--- config.mk ---
export PLATFORM = sky130hd
export DESIGN_NAME = mapTable
export DESIGN_NICKNAME = d
export VERILOG_FILES = /design/src/rtl/mapTablePkg.sv /design/src/rtl/mapTableStore.sv /design/src/rtl/mapTableCtrl.sv /design/src/rtl/mapTable.sv
export SDC_FILE = /design/constraint.sdc
export NUM_CORES = 1
export LEC_CHECK = 0
export ABC_AREA = 1
export CAP_MARGIN = 20
export CORE_UTILIZATION = 44
export DETAILED_ROUTE_END_ITERATION = 12
export DONT_BUFFER_PORTS = 1
export HOLD_SLACK_MARGIN = 0.15
export MAX_ROUTING_LAYER = met4
export PLACE_DENSITY_LB_ADDON = 0.2
export SYNTH_ARGS = -nofsm -noshare
export SYNTH_HDL_FRONTEND = slang
export SYNTH_HIERARCHICAL = 1
export SYNTH_SLANG_ARGS = --single-unit
--- constraint.sdc ---
create_clock -name clk -period 2.9 [get_ports clk]
set_clock_uncertainty 0.15 [all_clocks]
set_input_delay 0.58 -clock clk [delete_from_list [all_inputs] [get_ports clk]]
set_output_delay 0.58 -clock clk [all_outputs]
set_load 0.005 [all_outputs]
--- src/rtl/mapTablePkg.sv ---
package mapTablePkg;
  localparam int unsigned NumCores = 4;
  localparam int unsigned CoreW    = $clog2(NumCores);

  typedef logic [NumCores-1:0] coreVec_t;

  // strobes from control to the entry store, one bit per core
  typedef struct packed {
    coreVec_t wrEn;
    coreVec_t clrValid;
    coreVec_t incEn;
    coreVec_t decEn;
  } tblStrobe_t;
endpackage

--- src/rtl/mapTableStore.sv ---
module mapTableStore
  import mapTablePkg::*;
#(
  parameter int unsigned IdW    = 8,
  parameter int unsigned MaxCnt = 24,
  localparam int unsigned CntW  = $clog2(MaxCnt + 1)
) (
  input  logic           clk,
  input  logic           rstN,
  input  tblStrobe_t     strobe,
  input  logic [IdW-1:0] wrThread,
  input  logic [IdW-1:0] wrApp,
  input  logic [IdW-1:0] keyThread,
  input  logic [IdW-1:0] keyApp,
  output coreVec_t       hitVec,
  output coreVec_t       cntZero,
  output coreVec_t       cntFull
);
  localparam logic [CntW-1:0] CntLimit = CntW'(MaxCnt);

  for (genvar g = 0; g < NumCores; g++) begin : gEntry
    logic [IdW-1:0]  threadQ;
    logic [IdW-1:0]  appQ;
    logic            validQ;
    logic [CntW-1:0] cntQ;

    always_ff @(posedge clk) begin
      if (!rstN) begin
        threadQ <= '0;
        appQ    <= '0;
        validQ  <= 1'b0;
      end else if (strobe.wrEn[g]) begin
        threadQ <= wrThread;
        appQ    <= wrApp;
        validQ  <= 1'b1;
      end else if (strobe.clrValid[g]) begin
        validQ  <= 1'b0;
      end
    end

    always_ff @(posedge clk) begin
      if (!rstN) begin
        cntQ <= '0;
      end else begin
        unique case ({strobe.incEn[g], strobe.decEn[g]})
          2'b10:   cntQ <= cntQ + 1'b1;
          2'b01:   cntQ <= cntQ - 1'b1;
          default: cntQ <= cntQ;
        endcase
      end
    end

    assign hitVec[g]  = validQ && (threadQ == keyThread) && (appQ == keyApp);
    assign cntZero[g] = (cntQ == '0);
    assign cntFull[g] = (cntQ >= CntLimit);
  end
endmodule

--- src/rtl/mapTableCtrl.sv ---
module mapTableCtrl
  import mapTablePkg::*;
(
  input  logic             clk,
  input  logic             rstN,
  input  logic             updValid,
  input  logic [CoreW-1:0] updCore,
  input  logic             issueValid,
  input  logic             cmplValid,
  input  logic [CoreW-1:0] cmplCore,
  input  coreVec_t         swReq,
  input  coreVec_t         hitVec,
  input  coreVec_t         cntZero,
  input  coreVec_t         cntFull,
  output tblStrobe_t       strobe,
  output logic             issueAccept,
  output logic             issueMiss,
  output logic [CoreW-1:0] issueCore,
  output coreVec_t         swGrant
);
  coreVec_t         grantQ;
  coreVec_t         grantNext;
  coreVec_t         blockedVec;
  logic [CoreW-1:0] selCore;
  logic             anyHit;

  // lowest index wins among matching entries
  always_comb begin
    selCore = '0;
    for (int i = NumCores - 1; i >= 0; i--) begin
      if (hitVec[i]) selCore = CoreW'(i);
    end
  end

  assign anyHit     = |hitVec;
  assign blockedVec = swReq & ~grantQ;

  assign issueAccept = issueValid && anyHit && !blockedVec[selCore] && !cntFull[selCore];
  assign issueMiss   = issueValid && !anyHit;
  assign issueCore   = selCore;

  // a held grant stays; a new one needs a drained count
  assign grantNext = swReq & (grantQ | cntZero);

  always_ff @(posedge clk) begin
    if (!rstN) grantQ <= '0;
    else       grantQ <= grantNext;
  end

  always_comb begin
    strobe          = '0;
    strobe.wrEn     = updValid ? coreVec_t'(1) << updCore : '0;
    strobe.clrValid = grantNext & ~grantQ;
    strobe.incEn    = issueAccept ? coreVec_t'(1) << selCore : '0;
    strobe.decEn    = (cmplValid ? coreVec_t'(1) << cmplCore : '0) & ~cntZero;
  end

  assign swGrant = grantQ;
endmodule

--- src/rtl/mapTable.sv ---
module mapTable
  import mapTablePkg::*;
#(
  parameter int unsigned IdW         = 8,
  parameter int unsigned MaxInflight = 24
) (
  input  logic                 clk,
  input  logic                 rstN,
  input  logic                 updValid,
  input  logic [CoreW-1:0]     updCore,
  input  logic [IdW-1:0]       updThread,
  input  logic [IdW-1:0]       updApp,
  input  logic                 issueValid,
  input  logic [IdW-1:0]       issueThread,
  input  logic [IdW-1:0]       issueApp,
  output logic                 issueAccept,
  output logic                 issueMiss,
  output logic [CoreW-1:0]     issueCore,
  input  logic                 cmplValid,
  input  logic [CoreW-1:0]     cmplCore,
  input  logic [NumCores-1:0]  swReq,
  output logic [NumCores-1:0]  swGrant
);
  tblStrobe_t strobe;
  coreVec_t   hitVec;
  coreVec_t   cntZero;
  coreVec_t   cntFull;

  mapTableStore #(.IdW(IdW), .MaxCnt(MaxInflight)) i_store (
    .clk       (clk),
    .rstN      (rstN),
    .strobe    (strobe),
    .wrThread  (updThread),
    .wrApp     (updApp),
    .keyThread (issueThread),
    .keyApp    (issueApp),
    .hitVec    (hitVec),
    .cntZero   (cntZero),
    .cntFull   (cntFull)
  );

  mapTableCtrl i_ctrl (
    .clk         (clk),
    .rstN        (rstN),
    .updValid    (updValid),
    .updCore     (updCore),
    .issueValid  (issueValid),
    .cmplValid   (cmplValid),
    .cmplCore    (cmplCore),
    .swReq       (swReq),
    .hitVec      (hitVec),
    .cntZero     (cntZero),
    .cntFull     (cntFull),
    .strobe      (strobe),
    .issueAccept (issueAccept),
    .issueMiss   (issueMiss),
    .issueCore   (issueCore),
    .swGrant     (swGrant)
  );
endmodule

==> results of run 1 <==
==> registers in the layout, summed over array words and instances (netlist names) <==
name / flops
i_ctrl/swGrant: 4
i_store/gEntry.validQ: 4
i_store/gEntry.cntQ: 20
i_store/gEntry.appQ: 32
i_store/gEntry.threadQ: 32
==> routing by layer <==
layer / global-route usage (%) / routed length (um) / vias to the layer above
li1: - / - / 2597
met1: 29.6 / 6560 / 2393
met2: 45.9 / 7860 / 130
met3: 7.08 / 868 / 33
met4: 10.2 / 443 / 0
met5: - / 0 / -
==> metrics by stage <==
step | instances | hold slack (ns) | cell area (um^2) | worst slack [ns] | TNS (ns)
6_report | 991 | 0.203 | 6720 | -0.318 | -3.13
2_1_floorplan | 785 | 0.284 | 5300 | -0.190 | -0.985
4_1_cts | 985 | 0.187 | 6480 | -0.201 | -1.83
3_5_place_dp | 955 | 0.307 | 5730 | -0.490 | -7.06
5_1_grt | 991 | 0.201 | 6720 | -0.489 | -6.68
3_3_place_gp | 955 | 0.301 | 5730 | -0.420 | -5.83
==> cell type report <==
cell class | instances | area (um^2) | area share [%]
Clock buffer | 10 | 229 | 3.41
Tap cell | 143 | 179 | 2.66
Sequential cell | 92 | 1850 | 27.5
Multi-Input combinational cell | 556 | 3360 | 50.0
Timing Repair Buffer | 70 | 582 | 8.65
Inverter | 115 | 462 | 6.87
Clock inverter | 5 | 60.1 | 0.893
==> path summary, 6_finish.rpt <==
kind | start | to | cells past startpoint
setup / recovery | i_store/gEntry[3].threadQ[0] | i_store/gEntry[3].cntQ[4] | 26
hold / removal | swReq[2] | i_ctrl/swGrant[2] | 2
setup reg to reg | i_store/gEntry[3].threadQ[0] | i_store/gEntry[3].cntQ[4] | 26
hold reg to reg | i_store/gEntry[1].validQ | i_store/gEntry[1].validQ | 2
==> cells by family after synthesis <==
kind of cell | after synthesis | synth area share [%]
AO/OA/AOI/OAI | 148 | 15.1
XOR/XNOR | 38 | 6.41
adder cells (fa/ha/maj) | 14 | 3.37
buffers and inverters | 137 | 10.6
flip-flops | 92 | 35.5
AND/OR/NAND/NOR | 356 | 29.1
==> what timing repair did <==
| action | CTS | global route |
|---|---|---|
| buffers inserted | 18 | 10 |
| resized for setup | 87 | 59 |
| setup endpoints to repair | 21 | 21 |
| pin swaps | 56 | 53 |
| gates cloned | 0 | 0 |
==> worst max-delay path, delay by kind of cell (launching register included) <==
| kind | cells | cell delay [ns] |
|---|---|---|
| AOI/OAI and AO/OA | 2 | 0.20 |
| buffers and inverters | 5 | 0.23 |
| DFF | 1 | 0.34 |
| adders and majority gates | 2 | 0.31 |
| and+or+nand+nor | 17 | 1.87 |
==> cell usage in the layout, fill, tap and decap left out, types with 2 or more instances in the layout <==
cell         n
nor3_1      16
nand3_1     18
o21ai_0     75
or2_2        2
o22ai_1      7
dfxtp_1     85
o21ai_2     11
xnor2_1     10
inv_4        5
nor3_2       3
o21ai_1     13
nand3_2     18
clkbuf_16    9
nand3b_1     2
nor2_1     143
inv_6        3
a21boi_1     2
a22o_1       3
or2_1        2
nand2_1     94
nand3_4      4
dfxtp_2      7
nand2_4      7
nor4_1       3
buf_4       55
inv_1       69
o21bai_1     2
xor2_1      25
buf_6       15
nor2_2       8
xnor2_2      2
nor2_4      19
ha_4        13
nand2_2     16
a21oi_1     32
inv_2       39
==> power by group <==
group	internal [mW]	leakage [nW]	total [mW]	switching, mW
sequential	1.32	0.754	1.35	0.0365
clock	0.668	0.139	1.18	0.512
combinational	0.105	2.15	0.253	0.148
total	2.09	3.05	2.79	0.697
==> impl_results.md, run 1 <==
* GRT Overall Usage at 26.8%
* Netlist cell types at 36
* Rows at 39
* Mapped Avg Cell Area at about 6.6 um^2
* Share of cells above drive strength 1 at between 20% and 30%
* Initial core utilization at 45.3%
* Critical path type: flip-flop to flip-flop
* Top_reg_cell synth: dfxtp_1
* Die X at 111 um
* Clk slew on worst S/H paths at 0.07 ns
* Vias per cell at 5.20
* Leakage at 3.05 nW
* CTS Root Cell: clkbuf_16
* Drc violations at 0
* Clock Tree Buf Depth at 2
* Final Hold Violating Endpoints at 0
* Final Util at 58.6%
* Remaining Overflow, GRT at 0
* Pins over their slew limit at 0
* Sequential area share after synthesis at 35.5%
* Core box area at roughly 11000 um^2
* CP Launch Type: flip-flop
* Count leader, synth: nor2_1
* Failing checks: negative setup slack
* Die area at between 10000 and 15000 um^2
* Antenna violations before repair at 0
* Synthesized area at 5190 um^2
* TritonCTS clock tree: yes
* Ys async rst share at 0%
* # port buffers at 0
* Hold-fix buffers, CTS at 0
* Slowest CP cell: dfxtp_2
* Area Growth Syn to Fin at 29.5%
* Max-cap violations at 0
* Unrepaired setup endpoints after global routing: yes
* Top cell type's share of synthesized area at between 30% and 40%
* Hold Crit Class: primary input to flip-flop
* Setup ws final at -0.318 ns
* Critical Path RT at roughly 3 ns
* Synth top cells by count: nor2_1, nand2_1, dfxtp_1, inv_1, o21ai_0
* Placer Congestion at around 0.93
* Peak VDD IR at 0.579 mV
* Number of buffers created by CTS at 9
* Vias in the first global route at approximately 5300
* Setup Viol. Count Final at 19
* Syn. warnings at 6
* Worst-skew pair later-pin latency at 0.35 ns
* First-pass GRT wire length at 25200 um
* Cell taking the most area after synthesis: dfxtp_1
* EDFF count, synth at 0
* Wirelength per Cell at 15.9 um
* Largest net degree at the start of global routing at 74
* Fillers at 1046
* Final wirelength at 15700 um
* Detailed-route via count at 5153
* Power consumption at between 2 and 3 mW
* Worst-path fanout max at 5
* Highest achievable clock rate at about 310 MHz
* # IOs at 53
* Measured slew at the worst slew-check pin at 0.984 ns
* Final ANT Viol Nets at 0
* Slew HR at 33.8%
* Max incr delay on CP at 0.34 ns
* Critical Path End Type: flip-flop
* H-tree Lvls at 3
* Cell area power density at 414 nW/um^2
* Mapped Cells at 785
* Synth top area cells: dfxtp_1, nor2_1, nand2_1
* Outcome: complete, but fails checks
* Final net count at 903
* Post-synth net total at 844
* DRT iter0 DRCs at between 300 and 400
* Tcrit/Tclk final at 111%
* Critical Path AT at 3.31 ns
* Tmin final at around 3.2 ns
* Drt pass-1 iters at 5
* FF-to-FF setup slack at -0.32 ns
* Antenna cells at 0
* Post-DP HPWL at 10800 um
* Total clock sinks at 92
* Synth Register Bits at 92
* Die Ht at 111 um
Power figures use the tool's default switching activity.
==> inputs of run 2 (changes only) <==
--- a/config.mk
+++ b/config.mk
@@ -13,6 +13,8 @@
 export HOLD_SLACK_MARGIN = 0.15
 export MAX_ROUTING_LAYER = met4
 export PLACE_DENSITY_LB_ADDON = 0.2
+export REMOVE_ABC_BUFFERS = 1
+export SETUP_SLACK_MARGIN = 0.15
 export SYNTH_ARGS = -nofsm -noshare
 export SYNTH_HDL_FRONTEND = slang
 export SYNTH_HIERARCHICAL = 1
==> constraint.sdc (replaced) <==
create_clock -name clk -period 2.9 [get_ports clk]
set_clock_uncertainty 0.15 [all_clocks]
set_input_delay 0.58 -clock clk [delete_from_list [all_inputs] [get_ports clk]]
set_output_delay 0.58 -clock clk [all_outputs]
set_load 0.02 [all_outputs]
==> run 2 against run 1 <==
The flow still finishes with violations (negative setup slack). Combinational power up 2%. Fmax down 0.60%. Sequential share of layout area down 0.12 points. Register-to-register slack worse by 0.02 ns. Global-route usage down 0.23 points. Non-clock buffer count up 15. Sequential cell count unchanged. Die area unchanged. Design area up 0.37%. Wire length up 0.20%. Clock-buffer cell count up 2. Via count up 2.9%. Critical endpoint unchanged.
==> impl_results.md, run 2 (synthesized netlist as in run 1, its figures left out) <==
* DRT iter0 DRCs at 349 (was 323)
* Area Growth Syn to Fin at 29.9% (was 29.5%)
* Hold EP: i_ctrl/swGrant[2] (unchanged)
* R2R depth at 30 (was 26)
* Final net count at 918 (was 903)
* Max-cap violations at 0 (unchanged)
* Worst-path fanout max at 5 (unchanged)
* Critical path type: flip-flop to flip-flop (unchanged)
* Place WS at -0.587 ns (was -0.490 ns)
* Worst-skew pair later-pin latency at 0.35 ns (about the same)
* TritonCTS clock tree: yes (unchanged)
* Leading cell types in the layout, fill and taps excluded: nor2_1, nand2_1, dfxtp_1, inv_1, o21ai_0 (was nor2_1, nand2_1, dfxtp_1, o21ai_0, inv_1)
* Drc violations at 0 (unchanged)
* Logic pwr share at 9.2% (was 9.1%)
* Clk slew on worst S/H paths at 0.07 ns (about the same)
* P_sw at 0.683 mW (was 0.697 mW)
* Die X at 111 um (unchanged)
* Die Ht at 111 um (unchanged)
* Slew HR at 36.0% (was 33.8%)
* GRT Overall Usage at 26.5% (was 26.8%)
* Share of cells above drive strength 1 at 27.1% (was 28.5%)
* Highest achievable clock rate at 309 MHz (was 311 MHz)
* Sw Share at 24.2% (was 25.0%)
* CP Launch Type: flip-flop (unchanged)
* Placed Instance Area at 5720 um^2 (was 5730 um^2)
* Vias per cell at 5.27 (was 5.20)
* Unrepaired setup endpoints after global routing: yes (unchanged)
* First-pass GRT wire length at 25100 um (was 25200 um)
* Antenna cells at 0 (unchanged)
* Detailed-route via count at 5302 (was 5153)
* Antenna violations before repair at 0 (unchanged)
* Cell area power density at 418 nW/um^2 (was 414 nW/um^2)
* Hold path startpoint: swReq[2] (unchanged)
* Tcrit/Tclk final at 112% (was 111%)
* Setup ws final at -0.337 ns (was -0.318 ns)
* Final Hold Violating Endpoints at 0 (unchanged)
* # IOs at 53 (unchanged)
* Clock Tree Buf Depth at 2 (unchanged)
* FF-to-FF setup slack at -0.34 ns (was -0.32 ns)
* Total clock sinks at 92 (unchanged)
* Failing checks: negative setup slack (unchanged)
* Post-DP HPWL at 10300 um (was 10800 um)
* Design area at 6750 um^2 (was 6720 um^2)
* Sequential share of power at 47.9% (was 48.5%)
* Vias in the first global route at 5179 (was 5273)
* # port buffers at 0 (unchanged)
* Setup Viol. Count Final at 21 (was 19)
* Critical Path End Type: flip-flop (unchanged)
* Outcome: complete, but fails checks (unchanged)
* Peak VDD IR at 0.379 mV (was 0.579 mV)
* Rows at 39 (unchanged)
* Leakage at 3.11 nW (was 3.05 nW)
* Pins over their slew limit at 0 (unchanged)
* Drt pass-1 iters at 7 (was 5)
* Measured slew at the worst slew-check pin at 0.952 ns (was 0.984 ns)
* Core box area at 11500 um^2 (unchanged)
* Critical Path AT at 3.38 ns (was 3.31 ns)
* Die area at 12200 um^2 (unchanged)
* Hold Path Stages at 2 (unchanged)
* Power consumption at 2.82 mW (was 2.79 mW)
* Cell-internal power at 2.14 mW (was 2.09 mW)
* Max incr delay on CP at 0.33 ns (was 0.34 ns)
* CTS Root Cell: clkbuf_16 (unchanged)
* Top Registers: i_store/gEntry.appQ x32, i_store/gEntry.threadQ x32, i_store/gEntry.cntQ x20 (unchanged)
* Clk network pwr share at 42.9% (was 42.4%)
* Final Util at 58.9% (was 58.6%)
* Final ANT Viol Nets at 0 (unchanged)
* Hold Crit Class: primary input to flip-flop (unchanged)
* Worst r2r dst: i_store/gEntry[3].cntQ[4] (unchanged)
* Number of buffers created by CTS at 9 (unchanged)
* Largest net degree at the start of global routing at 74 (unchanged)
* Final wirelength at 15800 um (was 15700 um)
* Most common cell after layout, fill and taps aside: nor2_1 (unchanged)
* Remaining Overflow, GRT at 0 (unchanged)
* Placer Congestion at 0.870 (was 0.935)
* H-tree Lvls at 3 (unchanged)
* Worst flop-to-flop path startpoint: i_store/gEntry[0].appQ[1] (was i_store/gEntry[3].threadQ[0])
* Initial core utilization at 45.3% (unchanged)
* Tmin final at 3.24 ns (was 3.22 ns)
* Wirelength per Cell at 15.7 um (was 15.9 um)
* Critical Path RT at 3.05 ns (was 2.99 ns)
* Slowest CP cell: dfxtp_2 (unchanged)
[run 2: layer usage]
metal  part of all wire (%)  vias to the layer above  routed length, um  GRT usage (%)
li1                       -                     2625                  -              -
met1                     44                     2506               6860           33.2
met2                     48                      144               7490           43.1
met3                    6.3                       27                985           4.34
met4                    2.7                        0                429           9.60
met5                      0                        -                  0              -
[run 2: final cells by class]
| class | count | area (um^2) |
|---|---|---|
| Inverter | 115 | 449 |
| Timing Repair Buffer | 85 | 706 |
| Tap cell | 143 | 179 |
| Clock inverter | 3 | 46.3 |
| Fill cell | 1047 | 4720 |
| Multi-Input combinational cell | 556 | 3260 |
| Clock buffer | 12 | 256 |
| Sequential cell | 92 | 1850 |
[run 2: critical path, delay by kind of cell (launching register included)]
| kind | cells | cell delay (ns) |
|---|---|---|
| AO/OA/AOI/OAI | 1 | 0.07 |
| AND/OR/NAND/NOR | 20 | 1.87 |
| flip-flops | 1 | 0.33 |
| adder cells (fa/ha/maj) | 2 | 0.36 |
| buffers and inverters | 7 | 0.40 |
[run 2: what timing repair did]
action | 4_1_cts | 5_1_grt
buffers inserted | 18 | 6
setup endpoints to repair | 22 | 24
hold buffers | 0 | 0
pin swaps | 22 | 40
gates resized for setup | 97 | 46
[run 2: worst max path at each step]
stage	slack, ns	from	endpoint	cells past startpoint
2_1_floorplan	-0.33	issueApp[0]	i_store/gEntry[3].cntQ[2]	24
3_3_place_gp	-0.56	issueThread[4]	i_store/gEntry[0].cntQ[4]	27
3_5_place_dp	-0.59	issueThread[4]	i_store/gEntry[2].cntQ[4]	27
4_1_cts	-0.18	i_store/gEntry[0].appQ[1]	i_store/gEntry[2].cntQ[4]	26
5_1_grt	-0.58	i_store/gEntry[1].threadQ[5]	i_store/gEntry[3].cntQ[4]	27
6_report	-0.34	i_store/gEntry[0].appQ[1]	i_store/gEntry[3].cntQ[4]	30
[run 2: power groups by stage]
stage | Sequential (mW) | Clock (mW) | Combinational, mW
floorplan | 1.37 | 0 | 0.158
global placement | 1.37 | 0 | 0.243
detailed placement | 1.38 | 0 | 0.246
CTS | 1.35 | 1.23 | 0.251
global route | 1.36 | 1.28 | 0.289
finish | 1.35 | 1.21 | 0.258
[run 2: through the flow]
| stage | std cells | hold WS, ns | TNS (ns) |
|---|---|---|---|
| 5_1_grt | 1006 | 0.213 | -8.49 |
| 3_3_place_gp | 967 | 0.311 | -8.34 |
| 6_report | 1006 | 0.208 | -4.17 |
| 4_1_cts | 1000 | 0.194 | -1.78 |
| 2_1_floorplan | 763 | 0.285 | -3.07 |
| 3_5_place_dp | 967 | 0.315 | -8.90 |
==> inputs of run 3 (changes only) <==
--- a/config.mk
+++ b/config.mk
@@ -5,8 +5,8 @@
 export SDC_FILE = /design/constraint.sdc
 export NUM_CORES = 1
 export LEC_CHECK = 0
-export ABC_AREA = 1
 export CAP_MARGIN = 20
+export CORE_MARGIN = 10
 export CORE_UTILIZATION = 44
 export DETAILED_ROUTE_END_ITERATION = 12
 export DONT_BUFFER_PORTS = 1
==> run 3 against run 2 <==
The flow still finishes with violations (negative setup slack). Sequential share of layout area shrank 0.23 points. Power increased by 3.6%. Highest routed layer unchanged. Via count shrank 21%. Critical path depth decreased by 11. Register-to-register slack worse by 0.42 ns. Clock power is 7% lower. Area after synthesis up 3.1%. Critical endpoint is now i_store/gEntry[0].cntQ[4]. Synthesized cell count shrank 27%. Worst setup slack worse by 0.42 ns. Utilization fell by 2.0 points.
==> impl_results.md, run 3 <==
* Cells after DPL at 739 (was 967)
* Clk slew on worst S/H paths at 0.07 ns (about the same)
* Max incr delay on CP at 0.53 ns (was 0.33 ns)
* Setup Viol. Count Final at 24 (was 21)
* Leading cell types in the layout, fill and taps excluded: dfxtp_1, nor2b_1, mux2i_1, buf_4, xnor2_1 (was nor2_1, nand2_1, dfxtp_1, inv_1, o21ai_0)
* Antenna violations before repair at 0 (unchanged)
* Mapped Cells at 573 (was 785)
* Slowest CP cell: or4b_4 (was dfxtp_2)
* Buf+Inv Stages, Crit Path at 6 (was 7)
* EDFF count, synth at 0 (unchanged)
* CP Cell Sequence: xor2_2, nor4_2, buf_4, nand4_1, nor4_2, buf_4, nor2_4, o211ai_2, o2111ai_2, nor4_2, inv_1, buf_4, buf_6, buf_6, ha_4, nor2_1, nor4bb_2, or4b_4, nand4_1
* Vias per cell at 5.37 (was 5.27)
* Post-DP HPWL at 9300 um (was 10300 um)
* Tmin final at 3.66 ns (was 3.24 ns)
* Count leader, synth: dfxtp_1 (was nor2_1)
* Drc violations at 0 (unchanged)
* Unrepaired setup endpoints after global routing: yes (unchanged)
* Antenna cells at 0 (unchanged)
* Hold path startpoint: swReq[3] (was swReq[2])
* Area Growth Syn to Fin at 27.0% (was 29.9%)
* Critical Path AT at 3.80 ns (was 3.38 ns)
* Largest net degree at the start of global routing at 113 (was 74)
* Syn. warnings at 6 (unchanged)
* Failing checks: negative setup slack (unchanged)
* Final net count at 686 (was 918)
* Measured slew at the worst slew-check pin at 1.03 ns (was 0.952 ns)
* CP Launch Type: flip-flop (unchanged)
* Total clock sinks at 92 (unchanged)
* Max-cap violations at 0 (unchanged)
* Critical Path RT at 3.04 ns (was 3.05 ns)
* Critical Path End Type: flip-flop (unchanged)
* Detailed-route via count at 4183 (was 5302)
* Mapped Avg Cell Area at 9.34 um^2 (was 6.62 um^2)
* Drt pass-1 iters at 4 (was 7)
* Outcome: complete, but fails checks (unchanged)
* Share of cells above drive strength 1 at 26.7% (was 27.1%)
* CTS Root Cell: clkbuf_16 (unchanged)
* Remaining Overflow, GRT at 0 (unchanged)
* Power consumption at 2.92 mW (was 2.82 mW)
* Hold Crit Class: primary input to flip-flop (unchanged)
* Hold Path Stages at 1 (was 2)
* R2R depth at 19 (was 30)
* Die area at 17000 um^2 (was 12200 um^2)
* Top Registers: i_store/gEntry.appQ x32, i_store/gEntry.threadQ x32, i_store/gEntry.cntQ x20 (unchanged)
* Top cell type's share of synthesized area at 34.4% (was 35.5%)
* First-pass GRT wire length at 21600 um (was 25100 um)
* Core box area at 12000 um^2 (was 11500 um^2)
* Worst-skew pair later-pin latency at 0.35 ns (about the same)
* GRT Overall Usage at 16.6% (was 26.5%)
* Final ANT Viol Nets at 0 (unchanged)
* Placer Congestion at 0.878 (was 0.870)
* Final Hold Violating Endpoints at 0 (unchanged)
* Synth top cells by count: dfxtp_1, nor2b_1, mux2i_1, xnor2_1, clkbuf_1 (was nor2_1, nand2_1, dfxtp_1, inv_1, o21ai_0)
* DRT iter0 DRCs at 237 (was 349)
* Leakage at 2.48 nW (was 3.11 nW)
* Hold-fix buffers, CTS at 0 (unchanged)
* # port buffers at 0 (unchanged)
* Final Non-Filler Cells at 779 (was 1006)
* Worst-path fanout max at 4 (was 5)
* Slew HR at 30.2% (was 36.0%)
* Clock Tree Buf Depth at 2 (unchanged)
* Synth Register Bits at 92 (unchanged)
* Setup ws final at -0.758 ns (was -0.337 ns)
* Ys async rst share at 0% (unchanged)
* Highest achievable clock rate at 273 MHz (was 309 MHz)
* Top_reg_cell synth: dfxtp_1 (unchanged)
* Tcrit/Tclk final at 126% (was 112%)
* Cell area power density at 430 nW/um^2 (was 418 nW/um^2)
* Sequential area share after synthesis at 34.4% (was 35.5%)
* Most common cell after layout, fill and taps aside: dfxtp_1 (was nor2_1)
* Netlist cell types at 50 (was 36)
* Number of buffers created by CTS at 9 (unchanged)
* Worst flop-to-flop path startpoint: i_store/gEntry[1].appQ[4] (was i_store/gEntry[0].appQ[1])
* Peak VDD IR at 0.366 mV (was 0.379 mV)
* Die X at 130 um (was 111 um)
* Critical path type: flip-flop to flip-flop (unchanged)
* Worst r2r dst: i_store/gEntry[0].cntQ[4] (was i_store/gEntry[3].cntQ[4])
* Wirelength per Cell at 17.7 um (was 15.7 um)
* Final wirelength at 13800 um (was 15800 um)
* TritonCTS clock tree: yes (unchanged)
* Cell taking the most area after synthesis: dfxtp_1 (unchanged)
* FF-to-FF setup slack at -0.76 ns (was -0.34 ns)
* Vias in the first global route at 4225 (was 5179)
* Die Ht at 130 um (was 111 um)
* Rows at 40 (was 39)
* Pins over their slew limit at 0 (unchanged)
* Synth top area cells: dfxtp_1, mux2i_1, xnor2_1 (was dfxtp_1, nor2_1, nand2_1)
* Hold EP: i_ctrl/swGrant[3] (was i_ctrl/swGrant[2])
* Initial core utilization at 44.7% (was 45.3%)
* H-tree Lvls at 3 (unchanged)
* Synthesized area at 5350 um^2 (was 5190 um^2)
* CP top delay family: simple AND/OR/NAND/NOR gates (unchanged)
* # IOs at 53 (unchanged)
run 3: cells by family after synthesis:
kind of cell             synth area share (%)
adder cells (fa/ha/maj)                  3.27
AND/OR/NAND/NOR                          24.4
XOR/XNOR                                 12.8
buffers and inverters                    4.04
multiplexers                             13.5
AO/OA/AOI/OAI                            7.64
flip-flops                               34.4
run 3: cell type report:
| type | count | area, um^2 |
|---|---|---|
| Sequential cell | 92 | 1850 |
| Fill cell | 1035 | 5160 |
| Inverter | 10 | 37.5 |
| Multi-Input combinational cell | 428 | 3690 |
| Tap cell | 147 | 184 |
| Timing Repair Buffer | 86 | 763 |
| Clock inverter | 6 | 48.8 |
| Clock buffer | 10 | 229 |
run 3: where the power goes:
part	switching (mW)	internal [mW]	total [mW]
Combinational	0.189	0.241	0.431
Clock	0.541	0.591	1.13
Sequential	0.0413	1.32	1.36
run 3: what timing repair did:
action,CTS,global route
resized for setup,72,38
setup endpoints to repair,24,24
pin swaps,30,34
buffers inserted,15,9
run 3: worst max-delay path by stage:
stage	start	to	slack (ns)	cells after the start
final	i_store/gEntry[1].appQ[4]	i_store/gEntry[0].cntQ[4]	-0.76	19
after global routing	i_store/gEntry[1].appQ[4]	i_store/gEntry[0].cntQ[4]	-0.94	19
after floorplan	issueApp[5]	i_store/gEntry[0].cntQ[4]	-1.05	16
after CTS	i_store/gEntry[1].threadQ[2]	i_store/gEntry[0].cntQ[4]	-0.70	18
after global placement	issueApp[4]	i_store/gEntry[0].cntQ[4]	-1.09	19
after detailed placement	issueApp[4]	i_store/gEntry[0].cntQ[4]	-1.24	19
run 3: metrics by stage:
stage               setup TNS [ns]  util (%)  instance area (um^2)  hold WS [ns]  setup WS (ns)
floorplan                   -11.88         -                  5170         0.326          -1.05
global placement            -15.23      48.8                  5840         0.366          -1.09
detailed placement          -16.11      48.8                  5840         0.373          -1.24
CTS                          -8.00      54.9                  6560         0.198         -0.699
global route                -14.08      56.8                  6800         0.205         -0.940
finish                       -9.87      56.8                  6800         0.204         -0.758
run 3: metal layers:
layer  share of wire, %  GRT usage (%)  vias up  wire length, um
met5                  0              -        -                0
met4                1.8           6.28        0              252
met3                7.4           5.27       17             1020
met2                 48           26.3       84             6600
met1                 43           19.3     1998             5930
li1                   -              -     2084                -
